--- src/rtl/nco_pkg.sv ---
package nco_pkg;
  localparam int FTW_W = 32;
  localparam int POW_W = 16;
  localparam int ASF_W = 14;

  typedef struct packed {
    logic [FTW_W-1:0] ftw;
    logic [POW_W-1:0] pow;
    logic [ASF_W-1:0] asf;
  } prof_t;
endpackage

--- src/rtl/nco_sync_div.sv ---
module nco_sync_div #(
  parameter int DIV = 4
) (
  input  logic clk,
  input  logic rst,
  output logic sync_clk_o,
  output logic tick_o
);
  localparam int CW   = $clog2(DIV);
  localparam int HALF = DIV / 2;

  logic [CW-1:0] cnt_q;

  always_ff @(posedge clk) begin
    if (rst) cnt_q <= '0;
    else     cnt_q <= cnt_q + 1'b1;
  end

  assign sync_clk_o = (cnt_q >= CW'(HALF));
  assign tick_o     = (cnt_q == CW'(HALF - 1));


  tick_align_chk: assert property (@(posedge clk) disable iff (rst)
    tick_o |=> $rose(sync_clk_o));

  sync_half_chk: assert property (@(posedge clk) disable iff (rst)
    $rose(sync_clk_o) |=> $stable(sync_clk_o));
endmodule

--- src/rtl/nco_prof_bank.sv ---
module nco_prof_bank
  import nco_pkg::*;
#(
  parameter int PROF_N = 8,
  localparam int PSEL_W = $clog2(PROF_N)
) (
  input  logic              clk,
  input  logic              rst,
  input  logic              tick_i,
  input  logic              upd_i,
  input  logic [PSEL_W-1:0] psel_i,
  input  logic              wr_en_i,
  input  logic [PSEL_W-1:0] wr_idx_i,
  input  prof_t             wr_data_i,
  output prof_t             act_o
);
  logic [PSEL_W-1:0]       cur_q;
  prof_t [PROF_N-1:0]      act_all;
  logic                    xfer;

  assign xfer = tick_i && (upd_i || (psel_i != cur_q));

  always_ff @(posedge clk) begin
    if (rst)       cur_q <= '0;
    else if (xfer) cur_q <= psel_i;
  end

  for (genvar i = 0; i < PROF_N; i++) begin : g_ent
    prof_t sh_q;
    prof_t ac_q;
    always_ff @(posedge clk) begin
      if (rst) sh_q <= '0;
      else if (wr_en_i && (wr_idx_i == PSEL_W'(i))) sh_q <= wr_data_i;
    end
    always_ff @(posedge clk) begin
      if (rst)       ac_q <= '0;
      else if (xfer) ac_q <= sh_q;
    end
    assign act_all[i] = ac_q;
  end

  assign act_o = act_all[cur_q];


  off_tick_hold_chk: assert property (@(posedge clk) disable iff (rst)
    !tick_i |=> ($stable(cur_q) && $stable(act_all)));

  sel_follow_chk: assert property (@(posedge clk) disable iff (rst)
    (tick_i && (psel_i != cur_q)) |=> (cur_q == $past(psel_i)));

  idle_hold_chk: assert property (@(posedge clk) disable iff (rst)
    (!tick_i || (!upd_i && psel_i == cur_q)) |=> $stable(act_o));
endmodule

--- src/rtl/nco_phase_acc.sv ---
module nco_phase_acc
  import nco_pkg::*;
(
  input  logic             clk,
  input  logic             rst,
  input  prof_t            act_i,
  output logic             valid_o,
  output logic [POW_W-1:0] phase_o,
  output logic [ASF_W-1:0] amp_o
);
  logic [FTW_W-1:0] acc_q;

  always_ff @(posedge clk) begin
    if (rst) begin
      acc_q   <= '0;
      phase_o <= '0;
      amp_o   <= '0;
      valid_o <= 1'b0;
    end else begin
      acc_q   <= acc_q + act_i.ftw;
      phase_o <= acc_q[FTW_W-1 -: POW_W] + act_i.pow;
      amp_o   <= act_i.asf;
      valid_o <= 1'b1;
    end
  end


  valid_hold_chk: assert property (@(posedge clk) disable iff (rst)
    valid_o |=> valid_o);

  amp_hold_chk: assert property (@(posedge clk) disable iff (rst)
    (valid_o && $stable(act_i.asf)) |=> $stable(amp_o));
endmodule

--- src/rtl/nco_profile_core.sv ---
module nco_profile_core
  import nco_pkg::*;
#(
  parameter int PROF_N = 8,
  parameter int SYNC_DIV = 4,
  localparam int PSEL_W = $clog2(PROF_N)
) (
  input  logic              clk,
  input  logic              rst,
  input  logic              wr_valid,
  output logic              wr_ready,
  input  logic [PSEL_W-1:0] wr_prof,
  input  logic [FTW_W-1:0]  wr_ftw,
  input  logic [POW_W-1:0]  wr_pow,
  input  logic [ASF_W-1:0]  wr_asf,
  input  logic              upd_strobe,
  input  logic [PSEL_W-1:0] prof_sel,
  output logic              sync_clk_o,
  output logic              out_valid,
  output logic [POW_W-1:0]  out_phase,
  output logic [ASF_W-1:0]  out_amp
);
  logic  tick;
  prof_t wr_data;
  prof_t act;

  assign wr_ready = 1'b1;
  assign wr_data  = '{ftw: wr_ftw, pow: wr_pow, asf: wr_asf};

  nco_sync_div #(.DIV(SYNC_DIV)) u_div (
    .clk        (clk),
    .rst        (rst),
    .sync_clk_o (sync_clk_o),
    .tick_o     (tick)
  );

  nco_prof_bank #(.PROF_N(PROF_N)) u_bank (
    .clk       (clk),
    .rst       (rst),
    .tick_i    (tick),
    .upd_i     (upd_strobe),
    .psel_i    (prof_sel),
    .wr_en_i   (wr_valid && wr_ready),
    .wr_idx_i  (wr_prof),
    .wr_data_i (wr_data),
    .act_o     (act)
  );

  nco_phase_acc u_acc (
    .clk     (clk),
    .rst     (rst),
    .act_i   (act),
    .valid_o (out_valid),
    .phase_o (out_phase),
    .amp_o   (out_amp)
  );
endmodule

--- config.mk ---
export PLATFORM = sky130hd
export DESIGN_NAME = nco_profile_core
export DESIGN_NICKNAME = d
export VERILOG_FILES = /design/src/rtl/nco_pkg.sv /design/src/rtl/nco_sync_div.sv /design/src/rtl/nco_prof_bank.sv /design/src/rtl/nco_phase_acc.sv /design/src/rtl/nco_profile_core.sv
export SDC_FILE = /design/constraint.sdc
export NUM_CORES = 2
export LEC_CHECK = 0
export BUFFER_PORTS_ARGS = -buffer_cell sky130_fd_sc_hd__clkbuf_2
export CAP_MARGIN = 20
export CORE_MARGIN = 4
export CORE_UTILIZATION = 35
export DETAILED_ROUTE_END_ITERATION = 16
export SETUP_SLACK_MARGIN = 0.5
export SLEW_MARGIN = 25
export SYNTH_ARGS = -nofsm -noshare
export SYNTH_HDL_FRONTEND = slang
export SYNTH_HIERARCHICAL = 1
export SYNTH_SLANG_ARGS = --single-unit
--- constraint.sdc ---
create_clock -name clk -period 6.6 [get_ports clk]
set_clock_uncertainty 0.15 [all_clocks]
set_input_delay 0.66 -clock clk [delete_from_list [all_inputs] [get_ports clk]]
set_output_delay 0.66 -clock clk [all_outputs]
set_load 0.005 [all_outputs]
==> run_results.csv <==
group,metric,value,unit
run_status,outcome,"complete, no violations",
power,p_per_area,268.8,mW/mm^2
worst_hold_path,hold_class,"input port to register",
routing,vias,33440,
timing,hold_viol_final,0,
synth,syn_nets,5197,
layout,num-fill-cells,13290,
clock_tree,clockRootBuffer,"clkbuf_16",
layout,drive_gt1_frac,0.1083,
timing,drv_slew,0,
global_route,antenna_found_initial,10,
die,die_w,375.6,um
power,ir_worst_vdd,0.2128,mV
critical_path,worstReg2RegStart,"u_bank/cur_q[0]$_SDFFE_PP0P_",
die,fp.dieH,375.6,um
routing,viasPerCell,4.949,
clock_tree,cts-htree-levels,3,
die,coreArea,0.1338,mm^2
clock_tree,clk_pin_slew,0.06,ns
timing,max_slew.worst_pin.slew,1.216,ns
timing,fin_tns_setup,0,ns
job,max-cap-violations,0,
power,p_total,14.00,mW
global_route,grt_max_degree,289,
synth,synth-edff-count,0,
synth,synth_cell_types,65,
critical_path,r2r_cells,11,
routing,drt-pass1-iter-count,5,
synth,syn-cell-area,0.04730,mm^2
clock_tree,cts.sinks,1060,
timing,whs,0.1261,ns
routing,drc,0,
clock_tree,tritoncts,"yes",
worst_hold_path,holdPathEnd,"u_bank/cur_q[1]$_SDFFE_PP0P_",
global_route,grt_pass1_vias,31820,
clock_tree,clock_path_buffers,3,
clock_tree,cts_resized,0,
critical_path,crit_fanout,33,
global_route,overflow,0,
layout,register_area,0.02123,mm^2
power,power.share.clock,0.461,
synth,ys.flop_type,"dfxtp_1",
synth,syn_inst,5075,
layout,multiInputGateArea,0.02382,mm^2
placement,place_inst,6550,
layout,syn_to_final_growth,10.13,%
global_route,track_usage,0.1716,
synth,synth.yosys.seq_area_share,0.4487,
critical_path,worst-r2r-setup-slack,1.90,ns
synth,syn_avg_cell_area,9.320,um^2
placement,dp_slack,1.846,ns
placement,gp_congestion,0.8182,
power,switching_share,0.2335,
timing,finalSetupViolations,0,
critical_path,crit_arrival,5.10,ns
power,p_leak,17.72,nW
placement,dp_hpwl,68.17,mm
die,design.die.area,0.1411,mm^2
layout,nets,5018,
routing,drt_iter0_markers,2771,
critical_path,crit_path_end_kind,"register",
timing,rsz0062_at_grt,"no",
die,io_pins,105,
power,switchingPower,3.269,mW
synth,ys_seq_elements,1060,
routing,wl,124.4,mm
clock_tree,cts_buffers,112,
layout,stdcell_count,6756,
global_route,grt_first_pass_wirelength,191.3,mm
clock_tree,cts_hold_buf,0,
die,start_util,0.3535,
timing,finalCritPeriodShare,0.7114,
worst_hold_path,hold_path_depth,3,
timing,fmax,0.2130,GHz
critical_path,path_class,"register to register",
critical_path,timing.rr.end,"u_acc/acc_q[31]$_SDFF_PP0_",
power,p_seq_frac,0.470,
worst_hold_path,hp-start,"prof_sel[1]",
timing,final.min_clock_period,4.695,ns
clock_tree,clkLatencyLatePin,0.70,ns
timing,slew-limit-headroom,0.1892,
power,power_frac_comb,0.069,
power,internal-power,10.73,mW
routing,antenna_violating_nets_post_route,0,
synth,async_flop_share,0,
clock_tree,cts_setup_buffers,0,
die,placementRows,134,
routing,wl_per_cell,18.41,um
synth,ys_warn_count,6,
placement,io_buffers,103,
critical_path,required,7.00,ns
critical_path,start_kind,"register",
timing,worst_slack,1.905,ns
[Yosys cell counts, drive strengths merged, types with 2 or more instances]
cell type / number / share of area
a211oi: 8 / 0.0015
a21o: 16 / 0.0025
a21oi: 537 / 0.057
a221oi: 2 / 0.00063
a311oi: 2 / 0.00037
a31o: 3 / 0.00056
a31oi: 6 / 0.00079
and2: 3 / 0.00040
and3: 3 / 0.00040
and4b: 3 / 0.00063
buf: 181 / 0.029
clkbuf: 261 / 0.021
dfxtp: 1060 / 0.45
fa: 2 / 0.00085
ha: 48 / 0.013
inv: 11 / 0.00087
mux2: 65 / 0.015
mux2i: 501 / 0.11
mux4: 124 / 0.059
nand2: 1012 / 0.080
nand2b: 994 / 0.13
nand3: 9 / 0.00095
nand4: 5 / 0.00066
nand4b: 4 / 0.00074
nand4bb: 3 / 0.00071
nor2: 69 / 0.0055
nor2b: 24 / 0.0032
nor3: 10 / 0.0012
nor4bb: 3 / 0.00063
o211a: 2 / 0.00042
o211ai: 4 / 0.00063
o21a: 6 / 0.00095
o21ai: 24 / 0.0025
o21bai: 4 / 0.00063
o31ai: 5 / 0.00090
or2: 3 / 0.00040
or3: 2 / 0.00026
or4: 2 / 0.00032
xnor2: 21 / 0.0039
xor2: 19 / 0.0035
[metal layers]
layer / routed length (um) / global-route usage / vias to the layer above
met5: 25 / 0 / -
met4: 2380 / 0.03563 / 4
met3: 5009 / 0.02405 / 158
met2: 56840 / 0.2787 / 589
met1: 60130 / 0.2434 / 16300
li1: - / - / 16380
[per-stage QoR]
stage                     utilization  cell area [um^2]
final                          0.3893             52090
after global routing           0.3893             52080
after CTS                      0.3893             52080
after detailed placement       0.3610             48300
after global placement         0.3609             48290
after floorplan                     -             47300
[power groups by stage]
| stage | Combinational (mW) | Clock, mW | Sequential [mW] |
|---|---|---|---|
| floorplan | 0.809 | 0 | 6.67 |
| global placement | 0.964 | 0 | 6.72 |
| detailed placement | 0.972 | 0 | 6.72 |
| CTS | 0.973 | 6.60 | 6.58 |
| global route | 1.04 | 6.85 | 6.59 |
| finish | 0.970 | 6.45 | 6.58 |
[cell type report]
type | instances | area share
Multi-Input combinational cell | 3562 | 0.4574
Sequential cell | 1060 | 0.4076
Antenna cell | 3 | 0.0001441
Tap cell | 1768 | 0.04247
Clock inverter | 33 | 0.007447
Inverter | 11 | 0.0007927
Timing Repair Buffer | 149 | 0.01895
Clock buffer | 170 | 0.06522
[worst max-delay path, cell delays in order (launching register included)]
cell,delay (ns)
dfxtp_4,0.82
buf_4,0.70
mux4_2,0.59
mux2_2,0.29
ha_1,0.46
nand3_1,0.15
nor3_1,0.44
nand2_1,0.10
or4_1,0.40
o21ai_0,0.20
xnor2_1,0.14
nor2_1,0.05
[flip-flops by register name, indices dropped and copies added, names as in the netlist]
name / count
u_bank/act_all: 496
u_bank/cur_q: 3
u_div/cnt_q: 2
u_acc/phase_o: 16
u_bank/g_ent.sh_q: 496
u_acc/acc_q: 32
u_acc/valid_o: 1
u_acc/amp_o: 14
[kinds of logic after synthesis]
kind of cell               synth area share
and+or+nand+nor                      0.2286
DFF                                  0.4487
muxes                                0.1806
AOI/OAI and AO/OA                   0.07098
buffers and inverters               0.05021
adders and majority gates           0.01354
xor gates and xnor gates           0.007407
other                            0.00007929
[worst max path at each step]
stage | slack, ns | cells past startpoint | startpoint | to
after CTS | 1.87 | 11 | u_bank/cur_q[0]$_SDFFE_PP0P_ | u_acc/acc_q[31]$_SDFF_PP0_
after global placement | 1.88 | 11 | u_bank/cur_q[0]$_SDFFE_PP0P_ | u_acc/acc_q[31]$_SDFF_PP0_
final | 1.90 | 11 | u_bank/cur_q[0]$_SDFFE_PP0P_ | u_acc/acc_q[31]$_SDFF_PP0_
after global routing | 1.55 | 11 | u_bank/cur_q[0]$_SDFFE_PP0P_ | u_acc/acc_q[31]$_SDFF_PP0_
after detailed placement | 1.85 | 11 | u_bank/cur_q[0]$_SDFFE_PP0P_ | u_acc/acc_q[31]$_SDFF_PP0_
after floorplan | 2.35 | 14 | u_bank/cur_q[0]$_SDFFE_PP0P_ | u_acc/acc_q[26]$_SDFF_PP0_
[cells in the final DEF (no fill, tap or decap), types with 9 or more instances in the layout]
master,synthesis,layout
a21o_1,16,16
a21oi_1,537,537
buf_12,0,9
buf_4,61,36
clkbuf_1,260,26
clkbuf_16,0,117
clkbuf_2,1,102
clkbuf_8,0,27
clkinv_2,0,22
dfxtp_1,1060,1057
ha_1,48,48
inv_1,11,11
mux2_2,64,64
mux2i_1,501,501
mux4_2,124,124
nand2_1,1012,1012
nand2b_1,994,994
nand3_1,9,9
nor2_1,69,69
nor2b_1,24,24
nor3_1,9,9
o21ai_0,23,23
xnor2_1,21,21
xor2_1,19,19
Note: power is estimated with default switching activity, not from simulation.
